<file path="config.mk">
export PLATFORM = sky130hd
export DESIGN_NAME = acq_seq_ctrl
export DESIGN_NICKNAME = d
export VERILOG_FILES = /design/src/rtl/acq_pkg.sv /design/src/rtl/acq_sync_edge.sv /design/src/rtl/acq_irq_ctrl.sv /design/src/rtl/acq_regfile.sv /design/src/rtl/acq_seq_ctrl.sv
export SDC_FILE = /design/constraint.sdc
export NUM_CORES = 1
export LEC_CHECK = 0
export ABC_AREA = 1
export BUFFER_PORTS_ARGS = -buffer_cell sky130_fd_sc_hd__buf_4
export CELL_PAD_IN_SITES_DETAIL_PLACEMENT = 1
export CELL_PAD_IN_SITES_GLOBAL_PLACEMENT = 2
export CORE_AREA = 2 2 128 130
export DETAILED_ROUTE_END_ITERATION = 10
export DIE_AREA = 0 0 130 132
export MAX_ROUTING_LAYER = met4
export PLACE_DENSITY_LB_ADDON = 0.1
export SETUP_SLACK_MARGIN = 0.3
export SLEW_MARGIN = 20
export SYNTH_ARGS = -nofsm -noshare
export SYNTH_HDL_FRONTEND = slang
export SYNTH_SLANG_ARGS = --single-unit
export TNS_END_PERCENT = 50
</file>
<file path="constraint.sdc">
create_clock -name clk -period 2 [get_ports clk]
set_input_delay 0.1 -clock clk [delete_from_list [all_inputs] [get_ports clk]]
set_output_delay 0.1 -clock clk [all_outputs]
set_load 0.02 [all_outputs]
</file>
<file path="src/rtl/acq_pkg.sv">
package acq_pkg;
  typedef enum logic [2:0] {
    ST_IDLE     = 3'd0,
    ST_CAPTURE  = 3'd1,
    ST_INB_XFER = 3'd2,
    ST_RD_REQ   = 3'd3,
    ST_FIFO_RDY = 3'd4,
    ST_DRAIN    = 3'd5,
    ST_DONE     = 3'd6
  } acq_state_e;

  localparam int A_CTRL = 0;
  localparam int A_MASK = 1;
  localparam int A_ICLR = 2;
  localparam int A_NREQ = 3;
  localparam int A_THR  = 4;
  localparam int A_STAT = 5;
  localparam int A_ACNT = 6;

  localparam int NUM_CTRL = 3;
  localparam int CB_START = 0;
  localparam int CB_RDREQ = 1;
  localparam int CB_ACK   = 2;

  localparam int NUM_IRQ   = 4;
  localparam int IS_FORCED = 0;
  localparam int IS_INB    = 1;
  localparam int IS_FIFO   = 2;
  localparam int IS_DONE   = 3;
endpackage

</file>
<file path="src/rtl/acq_sync_edge.sv">
module acq_sync_edge #(
  parameter int STAGES = 2
) (
  input  logic clk,
  input  logic rst_n,
  input  logic din,
  output logic rise
);
  logic [STAGES-1:0] sq;
  logic              prev_q;

  for (genvar i = 0; i < STAGES; i++) begin : g_stage
    if (i == 0) begin : g_first
      always_ff @(posedge clk) begin
        if (!rst_n) sq[0] <= 1'b0;
        else        sq[0] <= din;
      end
    end else begin : g_next
      always_ff @(posedge clk) begin
        if (!rst_n) sq[i] <= 1'b0;
        else        sq[i] <= sq[i-1];
      end
    end
  end

  always_ff @(posedge clk) begin
    if (!rst_n) prev_q <= 1'b0;
    else        prev_q <= sq[STAGES-1];
  end

  assign rise = sq[STAGES-1] & ~prev_q;
endmodule

</file>
<file path="src/rtl/acq_irq_ctrl.sv">
module acq_irq_ctrl #(
  parameter int               N        = 4,
  parameter logic [N-1:0]     UNMASKED = 1
) (
  input  logic         clk,
  input  logic         rst_n,
  input  logic [N-1:0] set_vec,
  input  logic [N-1:0] mask,
  input  logic         clr_we,
  input  logic [N-1:0] clr_vec,
  output logic [N-1:0] pend,
  output logic         irq
);
  logic [N-1:0] keep;

  always_comb begin
    keep = pend;
    if (clr_we) keep = pend & ~clr_vec;
  end

  always_ff @(posedge clk) begin
    if (!rst_n) pend <= '0;
    else        pend <= keep | (set_vec & (mask | UNMASKED));
  end

  assign irq = |pend;
endmodule

</file>
<file path="src/rtl/acq_regfile.sv">
module acq_regfile
  import acq_pkg::*;
#(
  parameter int DATA_W = 32,
  parameter int ADDR_W = 3,
  parameter int LVL_W  = 12,
  parameter int CNT_W  = 24,
  parameter int THR_RST = 64
) (
  input  logic                clk,
  input  logic                rst_n,
  input  logic                wr_en,
  input  logic [ADDR_W-1:0]   addr,
  input  logic [DATA_W-1:0]   wdata,
  output logic [DATA_W-1:0]   rdata,
  input  logic [NUM_CTRL-1:0] consume,
  output logic [NUM_CTRL-1:0] ctrl,
  output logic [NUM_IRQ-1:0]  mask,
  output logic                clr_we,
  output logic [NUM_IRQ-1:0]  clr_vec,
  output logic [CNT_W-1:0]    nreq,
  output logic [LVL_W-1:0]    thr,
  input  logic                freeze,
  input  acq_state_e          state,
  input  logic                cap_en,
  input  logic                outb_en,
  input  logic                fifo_flag,
  input  logic [NUM_IRQ-1:0]  pend,
  input  logic                mem_ready,
  input  logic [CNT_W-1:0]    act_cnt,
  output logic [DATA_W-1:0]   status
);
  localparam int STAT_PAD = DATA_W - 13;
  localparam int CNT_PAD  = DATA_W - CNT_W;

  logic w_ctrl, w_mask, w_nreq, w_thr;
  logic [NUM_CTRL-1:0] ctrl_set;
  logic unused_wdata;

  assign w_ctrl = wr_en && (addr == ADDR_W'(A_CTRL));
  assign w_mask = wr_en && (addr == ADDR_W'(A_MASK));
  assign w_nreq = wr_en && (addr == ADDR_W'(A_NREQ));
  assign w_thr  = wr_en && (addr == ADDR_W'(A_THR));
  assign clr_we = wr_en && (addr == ADDR_W'(A_ICLR));
  assign clr_vec = wdata[NUM_IRQ-1:0];
  assign ctrl_set = w_ctrl ? wdata[NUM_CTRL-1:0] : '0;
  assign unused_wdata = ^wdata[DATA_W-1:CNT_W];

  always_ff @(posedge clk) begin
    if (!rst_n) begin
      ctrl <= '0;
      mask <= '0;
      nreq <= '0;
      thr  <= LVL_W'(THR_RST);
    end else begin
      ctrl <= (ctrl & ~consume) | ctrl_set;
      if (w_mask) mask <= wdata[NUM_IRQ-1:0];
      if (w_nreq) nreq <= wdata[CNT_W-1:0];
      if (w_thr)  thr  <= wdata[LVL_W-1:0];
    end
  end

  always_ff @(posedge clk) begin
    if (!rst_n) status <= '0;
    else if (!freeze)
      status <= {STAT_PAD'(0), mem_ready, pend, 2'b00, fifo_flag, outb_en, cap_en, state};
  end

  always_comb begin
    rdata = '0;
    if (addr == ADDR_W'(A_STAT))      rdata = status;
    else if (addr == ADDR_W'(A_ACNT)) rdata = {CNT_PAD'(0), act_cnt};
  end
endmodule

</file>
<file path="src/rtl/acq_seq_ctrl.sv">
module acq_seq_ctrl
  import acq_pkg::*;
#(
  parameter int DATA_W      = 32,
  parameter int ADDR_W      = 3,
  parameter int LVL_W       = 12,
  parameter int CNT_W       = 24,
  parameter int THR_RST     = 64,
  parameter int SYNC_STAGES = 2
) (
  input  logic              clk,
  input  logic              rst_n,
  input  logic              reg_wr_en,
  input  logic [ADDR_W-1:0] reg_addr,
  input  logic [DATA_W-1:0] reg_wdata,
  output logic [DATA_W-1:0] reg_rdata,
  input  logic              mem_ready,
  input  logic              hard_start,
  input  logic              cap_done,
  input  logic              cap_forced,
  input  logic              inb_done,
  input  logic              outb_done,
  input  logic [LVL_W-1:0]  ofifo_level,
  input  logic [CNT_W-1:0]  fetched_cnt,
  output logic              cap_en,
  output logic              outb_en,
  output logic              irq
);
  localparam logic [NUM_IRQ-1:0] UNMASKED = NUM_IRQ'(1) << IS_FORCED;

  acq_state_e state_q;
  logic [NUM_CTRL-1:0] ctrl, consume;
  logic [NUM_IRQ-1:0]  mask, clr_vec, pend, set_vec;
  logic                clr_we, hs_rise, fifo_flag, odone_seen;
  logic [CNT_W-1:0]    nreq, act_cnt;
  logic [LVL_W-1:0]    thr;
  logic [DATA_W-1:0]   stat_w;
  logic go, lvl_ok, drain_ok, all_fetched;

  acq_sync_edge #(.STAGES(SYNC_STAGES)) u_sync (
    .clk(clk), .rst_n(rst_n), .din(hard_start), .rise(hs_rise));

  assign go          = (state_q == ST_IDLE) && mem_ready && ctrl[CB_START] && hs_rise;
  assign lvl_ok      = ofifo_level >= thr;
  assign drain_ok    = ctrl[CB_ACK] && (odone_seen || (outb_en && outb_done));
  assign all_fetched = fetched_cnt >= act_cnt;

  always_comb begin
    set_vec = '0;
    set_vec[IS_FORCED] = (state_q == ST_CAPTURE)  && cap_done && cap_forced;
    set_vec[IS_INB]    = (state_q == ST_INB_XFER) && inb_done;
    set_vec[IS_FIFO]   = (state_q == ST_FIFO_RDY) && lvl_ok;
    set_vec[IS_DONE]   = (state_q == ST_DONE)     && all_fetched;
    consume = '0;
    consume[CB_START] = go;
    consume[CB_RDREQ] = (state_q == ST_RD_REQ) && ctrl[CB_RDREQ];
    consume[CB_ACK]   = (state_q == ST_DRAIN)  && drain_ok;
  end

  always_ff @(posedge clk) begin
    if (!rst_n) begin
      state_q    <= ST_IDLE;
      cap_en     <= 1'b0;
      outb_en    <= 1'b0;
      fifo_flag  <= 1'b0;
      odone_seen <= 1'b0;
      act_cnt    <= '0;
    end else begin
      if (outb_en && outb_done) begin
        outb_en    <= 1'b0;
        odone_seen <= 1'b1;
      end
      case (state_q)
        ST_IDLE: begin
          odone_seen <= 1'b0;
          fifo_flag  <= 1'b0;
          if (go) begin
            state_q <= ST_CAPTURE;
            cap_en  <= 1'b1;
          end
        end
        ST_CAPTURE: if (cap_done) begin
          state_q <= ST_INB_XFER;
          cap_en  <= 1'b0;
        end
        ST_INB_XFER: if (inb_done) state_q <= ST_RD_REQ;
        ST_RD_REQ: begin
          act_cnt <= nreq;
          if (ctrl[CB_RDREQ]) begin
            state_q <= ST_FIFO_RDY;
            outb_en <= 1'b1;
          end
        end
        ST_FIFO_RDY: if (lvl_ok) begin
          state_q   <= ST_DRAIN;
          fifo_flag <= 1'b1;
        end
        ST_DRAIN: if (drain_ok) begin
          state_q   <= ST_DONE;
          fifo_flag <= 1'b0;
          outb_en   <= 1'b0;
        end
        ST_DONE: if (all_fetched) state_q <= ST_IDLE;
        default: state_q <= ST_IDLE;
      endcase
    end
  end

  acq_irq_ctrl #(.N(NUM_IRQ), .UNMASKED(UNMASKED)) u_irq (
    .clk(clk), .rst_n(rst_n), .set_vec(set_vec), .mask(mask),
    .clr_we(clr_we), .clr_vec(clr_vec), .pend(pend), .irq(irq));

  acq_regfile #(.DATA_W(DATA_W), .ADDR_W(ADDR_W), .LVL_W(LVL_W),
                .CNT_W(CNT_W), .THR_RST(THR_RST)) u_regs (
    .clk(clk), .rst_n(rst_n), .wr_en(reg_wr_en), .addr(reg_addr),
    .wdata(reg_wdata), .rdata(reg_rdata), .consume(consume), .ctrl(ctrl),
    .mask(mask), .clr_we(clr_we), .clr_vec(clr_vec), .nreq(nreq), .thr(thr),
    .freeze(state_q == ST_RD_REQ), .state(state_q), .cap_en(cap_en),
    .outb_en(outb_en), .fifo_flag(fifo_flag), .pend(pend),
    .mem_ready(mem_ready), .act_cnt(act_cnt), .status(stat_w));
endmodule

</file>
==> results of run 1 <==
## metrics by stage
step | area [um2] | power [mW] | hold WS (ps)
floorplan | 4550 | 3.01 | 198
global placement | 5480 | 3.42 | 285
detailed placement | 5480 | 3.46 | 291
CTS | 5840 | 5.04 | 0.482
global route | 6220 | 5.59 | 19.1
finish | 6220 | 5.24 | 11.4
## state kept, by name, indices dropped and copies added, names as in the netlist, 2 cells and up
name and flops:
act_cnt 24, u_regs.nreq 24, u_regs.thr 12, u_regs.status 11
u_irq.pend 4, state_q 3, u_regs.ctrl 3, u_regs.mask 3
u_sync.sq 2
## per-layer routing
| metal | track usage | wire length, um | vias to the layer above |
|---|---|---|---|
| met4 | 0.0556 | 165 | 0 |
| li1 | - | - | 2224 |
| met3 | 0.0227 | 396 | 11 |
| met2 | 0.250 | 6380 | 71 |
| met5 | - | 0 | - |
| met1 | 0.218 | 6810 | 1973 |
## cells by family (layout without fill, tap and decap cells)
family,after synthesis,in the layout
AND/OR/NAND/NOR,224,224
flip-flops,91,91
other,1,8
AO/OA/AOI/OAI,158,158
adder cells (fa/ha/maj),36,36
buffers and inverters,118,212
## worst reg2reg max path, delay by kind of cell, from the launching register on
kind	cells	cell delay [ps]
AO/OA/AOI/OAI	2	310
adder cells (fa/ha/maj)	1	200
buffers and inverters	3	180
flip-flops	1	320
AND/OR/NAND/NOR	6	540
## worst paths after layout
| check | startpoint | endpoint | slack, ps | cells after the start |
|---|---|---|---|---|
| min | reg_wdata[18] | u_regs.nreq[18]$_SDFFE_PN0P_ | 10 | 3 |
| max reg2reg | u_regs.thr[6]$_SDFFE_PN1P_ | state_q[0]$_SDFFE_PN0P_ | 350 | 12 |
| min reg2reg | u_sync.sq[0]$_SDFF_PN0_ | u_sync.sq[1]$_SDFF_PN0_ | 420 | 2 |
| max | u_regs.thr[6]$_SDFFE_PN1P_ | state_q[0]$_SDFFE_PN0P_ | 350 | 12 |
## power by group through the flow
stage	sequential, mW	combinational (mW)	clock [mW]
4_1_cts	2.08	1.40	1.56
6_report	2.10	1.62	1.52
3_3_place_gp	2.11	1.31	0
2_1_floorplan	2.09	0.923	0
5_1_grt	2.12	1.85	1.63
3_5_place_dp	2.12	1.34	0
## cells in the final DEF (no fill, tap or decap), types with 2 or more instances in the layout
master,Yosys,layout
a21o_1,2,2
a21oi_1,64,57
a21oi_2,0,7
buf_4,10,114
clkbuf_16,0,9
clkinv_1,2,2
conb_1,1,8
dfxtp_1,91,78
dfxtp_2,0,13
dlygate4sd3_1,0,3
ha_1,36,16
ha_4,0,20
inv_1,77,59
inv_2,4,18
inv_4,0,4
nand2_1,80,66
nand2_2,5,16
nand2_4,0,3
nand3_1,27,24
nand3_2,0,2
nand4_1,4,4
nor2_1,96,90
nor2_2,3,3
nor2_4,1,7
nor3_1,3,3
o21ai_0,87,82
o21ai_1,0,5
o311ai_0,2,2
## layout make-up
class	count	area, um2
flip-flops and latches	91	1840
well taps	216	270
repair buffers	118	906
clock inverters	1	5.00
clock buffers	10	239
fillers	1924	9490
multi-input cells	426	2640
inverters	83	322
## repair_timing
item	4_1_cts	5_1_grt
setup buffers	0	6
hold buffers	3	0
pin swaps	5	25
gates resized for setup	17	84
hold endpoints to repair	3	0
setup endpoints to repair	5	17
==> results.md, run 1 <==
- Status: finished clean
- # diodes: 0
- Main synth FF type: dfxtp_1
- Remaining DRCs: 0
- Largest cells by area after synthesis: dfxtp_1, ha_1, o21ai_0
- Sw Pwr: 1.75 mW
- DRT Wirelength: 13.8 mm
- Die width: 130 um
- Seq/Total Area, Yosys: 0.402
- Synth Area in Simple Gates: 0.210
- Setup tns final: 0 ps
- Comb pwr share: 0.310
- Utilization after layout: 0.396
- First-pass iteration count of the detailed router: 5
- Power density cells: 842 nW/um2
- Initial antenna violation count: 0
- Final Wtd Congestion: 0.810
- Mux cell area share after synthesis: 0
- Largest net degree at the start of global routing: 56
- Largest delay share family, worst path: simple AND/OR/NAND/NOR gates
- Leading area contributor after synthesis: dfxtp_1
- Initial core utilization: 0.288
- Main combinational cell family by area after synthesis: simple AND/OR/NAND/NOR gates
- Cell-internal power: 3.49 mW
- Worst path buffer plus inverter count: 3
- Mean area per synthesized cell: 7.21 um2
- Clock buffer count from CTS: 9
- Cell count after synthesis: 628
- Share of layout cells above drive strength 1: 0.306
- Switch share: 0.334
- CP Cell Sequence: inv_1 -> ha_4 -> nand2_2 -> inv_1 -> nand2_1 -> nand2_2 -> a21oi_2 -> nand4_4 -> nand2_4 -> inv_4 -> a21oi_2 -> nor2_1
- Pre-CTS setup slack: 125 ps
- Gr usage total: 0.162
- Leak Pwr: 2.67 nW
- Clock-pin slew on the worst setup and hold paths: 60 ps
- GRT overflow: 0
- H-tree level count: 3
- Syn. warnings: 0
- Slew at the pin closest to its max-slew limit: 687 ps
- Required @ worst endpoint: 2240 ps
- Vias: 4279
- Final setup margin: 351 ps
- Max-slew violation count: 0
- Tmin final: 1650 ps
- Fmax: 0.606 GHz
- Sequential Power Share: 0.400
- Synth Cell Area: 4530 um2
- Post-synthesis compound-gate area fraction: 0.179
- Crit path DAT: 1890 ps
- Routed wire per std cell: 14.6 um
- RSZ-0062 raised after global routing: true
- Final Cycle Share: 0.824
- Clk sinks: 91
- Fin. Hold Viols: 0
- FF+latch count, synth: 91
- I/O pin cnt: 115
- Ys async rst share: 0
- Skew-Pair Late Insertion Delay: 340 ps
- Post-synth top area share: 0.402
- Fin cells: 945
- Final setup vio count: 0
- Drt initial violations: 138
- IO Port Bufs: 98
- Synth cell types: 30
- Max-Slew Margin vs Limit: 0.539
- Maximum vdd drop: 0.384 mV
- Peak fanout along the critical path: 4
- First-pass GRT wire length: 21.2 mm
- CTS Buffer Depth: 2
- Worst Clk Skew: 4.91 ps
- CTS tree: yes
- Net count, final: 845
- Setup crit end kind: flip-flop
- Hpwl dp: 10.4 mm
- Crit start category: flip-flop
- Max-capacitance violation count: 0
- Root Driver: clkbuf_16
- Count leader, synth: nor2_1
- Vias in the first global route: 4241
- Core footprint: 15700 um2
- Via-per-instance ratio: 4.53
- Critical path's largest stage delay: 320 ps
- CP max stage cell: dfxtp_2
- P&R area growth vs syn: 37.4%
- Antenna Nets Post-Route: 0
- Die ar.: 17200 um2
- Number of flops mapped to enable cells by yosys: 0
- Commonest cells post-synth: nor2_1, dfxtp_1, o21ai_0
- Cell Count Post-Placement: 925
- Crit Path Class: flip-flop to flip-flop
- Synth Area in Adders: 0.0995
- Clock Power Share: 0.290
- Post-Synth XOR/XNOR Area: 0
- Site Rows: 46
- Hold/Removal Path Class: input pin to flip-flop
- Die Ht: 132 um
Note: power is estimated with default switching activity, not from simulation.
==> run 2, diff against run 1 <==
Settings changed: CORE_AREA 2 2 128 130 to 2 2 135 137, DIE_AREA 0 0 130 132 to 0 0 137 139.
Clock period 2 ns to 1.3 ns, I/O delays scaled along.
==> results.md, run 2 (synthesized netlist as in run 1, its figures left out) <==
- Status: complete, but fails checks (was finished clean)
- Failing checks: hold timing, setup timing
- Site Rows: 49 (was 46)
- I/O pin cnt: 115 (unchanged)
- Die Ht: 139 um (was 132 um)
- Via-per-instance ratio: 4.56 (was 4.53)
- Final setup vio count: 41 (was 0)
- Comb pwr share: 0.394 (was 0.310)
- Largest registers: act_cnt: 24 flops, u_regs.nreq: 24 flops, u_regs.thr: 12 flops (unchanged)
- GRT overflow: 0 (unchanged)
- Fin. Hold Viols: 1 (was 0)
- Peak fanout along the critical path: 4 (unchanged)
- Final setup margin: -350 ps (was 351 ps)
- Share of layout cells above drive strength 1: 0.515 (was 0.306)
- FF-to-FF Start: u_regs.thr[7]$_SDFFE_PN0P_ (was u_regs.thr[6]$_SDFFE_PN1P_)
- DRT Wirelength: 16.8 mm (was 13.8 mm)
- Hpwl dp: 11.5 mm (was 10.4 mm)
- Crit start category: flip-flop (unchanged)
- Root Driver: clkbuf_16 (unchanged)
- Hold path startpoint: reg_wdata[19] (was reg_wdata[18])
- Multi-input logic area: 3190 um2 (was 2640 um2)
- Antenna Nets Post-Route: 0 (unchanged)
- CTS tree: yes (unchanged)
- Clock-pin slew on the worst setup and hold paths: 70 ps (was 60 ps)
- P&R area growth vs syn: 75.4% (was 37.4%)
- Vias in the first global route: 4884 (was 4241)
- Switch share: 0.333 (was 0.334)
- Required @ worst endpoint: 1570 ps (was 2240 ps)
- Clk sinks: 91 (unchanged)
- CTS Buffer Depth: 2 (unchanged)
- Max-capacitance violation count: 0 (unchanged)
- Clock Power Share: 0.285 (was 0.290)
- Final Wtd Congestion: 0.784 (was 0.810)
- # diodes: 0 (unchanged)
- H-tree level count: 3 (unchanged)
- First-pass GRT wire length: 24.9 mm (was 21.2 mm)
- Gr usage total: 0.172 (was 0.162)
- Fill count: 2080 (was 1924)
- Min Hold Slack: -0.870 ps (was 11.4 ps)
- Routed wire per std cell: 16.1 um (was 14.6 um)
- Post-route cell area: 7940 um2 (was 6220 um2)
- Fmax: 0.606 GHz (about the same)
- Cell-internal power: 6.80 mW (was 3.49 mW)
- Drt initial violations: 151 (was 138)
- Vias: 4776 (was 4279)
- Cell Area, Placed: 6020 um2 (was 5480 um2)
- IO Port Bufs: 98 (unchanged)
- Crit Path Class: flip-flop to flip-flop (unchanged)
- Largest net degree at the start of global routing: 37 (was 56)
- Core footprint: 17700 um2 (was 15700 um2)
- Sequential Power Share: 0.321 (was 0.400)
- Setup crit end kind: flip-flop (unchanged)
- Final Cycle Share: 1.27 (was 0.824)
- Maximum vdd drop: 0.655 mV (was 0.384 mV)
- Utilization after layout: 0.450 (was 0.396)
- Net count, final: 931 (was 845)
- Power density cells: 1280 nW/um2 (was 842 nW/um2)
- Tmin final: 1650 ps (about the same)
- Most common cell after layout, fill and taps aside: buf_4 (unchanged)
- Die ar.: 19000 um2 (was 17200 um2)
- Leak Pwr: 3.35 nW (was 2.67 nW)
- Register Area: 1870 um2 (was 1840 um2)
- Initial antenna violation count: 0 (unchanged)
- First-pass iteration count of the detailed router: 4 (was 5)
- Worst Clk Skew: 10.0 ps (was 4.91 ps)
- Die width: 137 um (was 130 um)
- Initial core utilization: 0.256 (was 0.288)
- Hold/Removal Path Class: input pin to flip-flop (unchanged)
- Sw Pwr: 3.39 mW (was 1.75 mW)
- Setup crit start: u_regs.thr[7]$_SDFFE_PN0P_ (was u_regs.thr[6]$_SDFFE_PN1P_)
- RSZ-0062 raised after global routing: true (unchanged)
- Setup tns final: -4670 ps (was 0 ps)
- Crit path DAT: 1920 ps (was 1890 ps)
- Remaining DRCs: 0 (unchanged)
- Skew-Pair Late Insertion Delay: 350 ps (was 340 ps)
- Max-slew violation count: 0 (unchanged)
- Most frequent cells in the layout: buf_4, nor2_1, o21ai_0, dfxtp_1, buf_6 (was buf_4, nor2_1, o21ai_0, dfxtp_1, nand2_1)
- Clock buffer count from CTS: 9 (unchanged)
## run 2: cell types whose count changed in the layout (fill, tap and decap cells not counted), moves of 15 or more
cell	delta
buf_6	+55
nor2_1	-24
o21ai_0	-24
dfxtp_1	-22
dfxtp_2	+20
dlygate4sd3_1	+17
nand2_1	-16
a21oi_1	-15
inv_2	+15
## run 2: routing by layer
metal  routed length, um  track usage
met5                   0            -
met4                 301       0.0564
met3                 557       0.0230
met2                8450        0.279
met1                7520        0.221
## run 2: area by class of cell
type,instances,area share
Clock inverter,4,0.00930
Clock buffer,11,0.0306
Timing Repair Buffer,204,0.247
Multi-Input combinational cell,426,0.401
Tap cell,229,0.0361
Sequential cell,91,0.236
Inverter,83,0.0405
## run 2: worst max-delay path: stages (launching register included)
cell and delay [ps]:
dfxtp_2 320, inv_2 40, ha_4 250, nand2_4 90, inv_2 30, nand2_1 50
nand2_1 60, a21oi_2 170, nand4_4 170, buf_6 160, nand2_2 50, nand2_2 40
a21oi_2 130
## run 2: worst paths after layout
| kind | to | slack, ps | cells after the start |
|---|---|---|---|
| min reg2reg | u_sync.sq[1]$_SDFF_PN0_ | 420 | 2 |
| max | fifo_flag$_SDFFE_PN0P_ | -350 | 12 |
| min | u_regs.nreq[19]$_SDFFE_PN0P_ | -0.9 | 3 |
| max reg2reg | fifo_flag$_SDFFE_PN0P_ | -350 | 12 |
## run 2: metrics by stage
stage | hold WS (ps) | cells | power, mW | setup slack, ps
3_3_place_gp | 252 | 986 | 5.86 | -425
2_1_floorplan | 163 | 635 | 4.71 | -189
4_1_cts | 0.834 | 1029 | 9.35 | -352
6_report | -0.870 | 1048 | 10.2 | -350
3_5_place_dp | 257 | 986 | 5.94 | -451
5_1_grt | 18.0 | 1048 | 10.8 | -456
## run 2: power groups by stage
| stage | sequential [mW] | clock (mW) | combinational, mW |
|---|---|---|---|
| final | 3.28 | 2.90 | 4.02 |
| after global routing | 3.31 | 3.09 | 4.40 |
| after CTS | 3.24 | 2.98 | 3.14 |
| after detailed placement | 3.25 | 0 | 2.69 |
| after global placement | 3.25 | 0 | 2.61 |
| after floorplan | 3.22 | 0 | 1.49 |
## run 2: timing repair
action                                  in CTS  in global routing
hold buffers                                20                  0
endpoints found under the setup margin      75                 75
gates cloned                                 0                  7
pin swaps                                   43                 65
setup buffers                                8                 12
resized for setup                          177                146
hold endpoints to repair                    20                  0
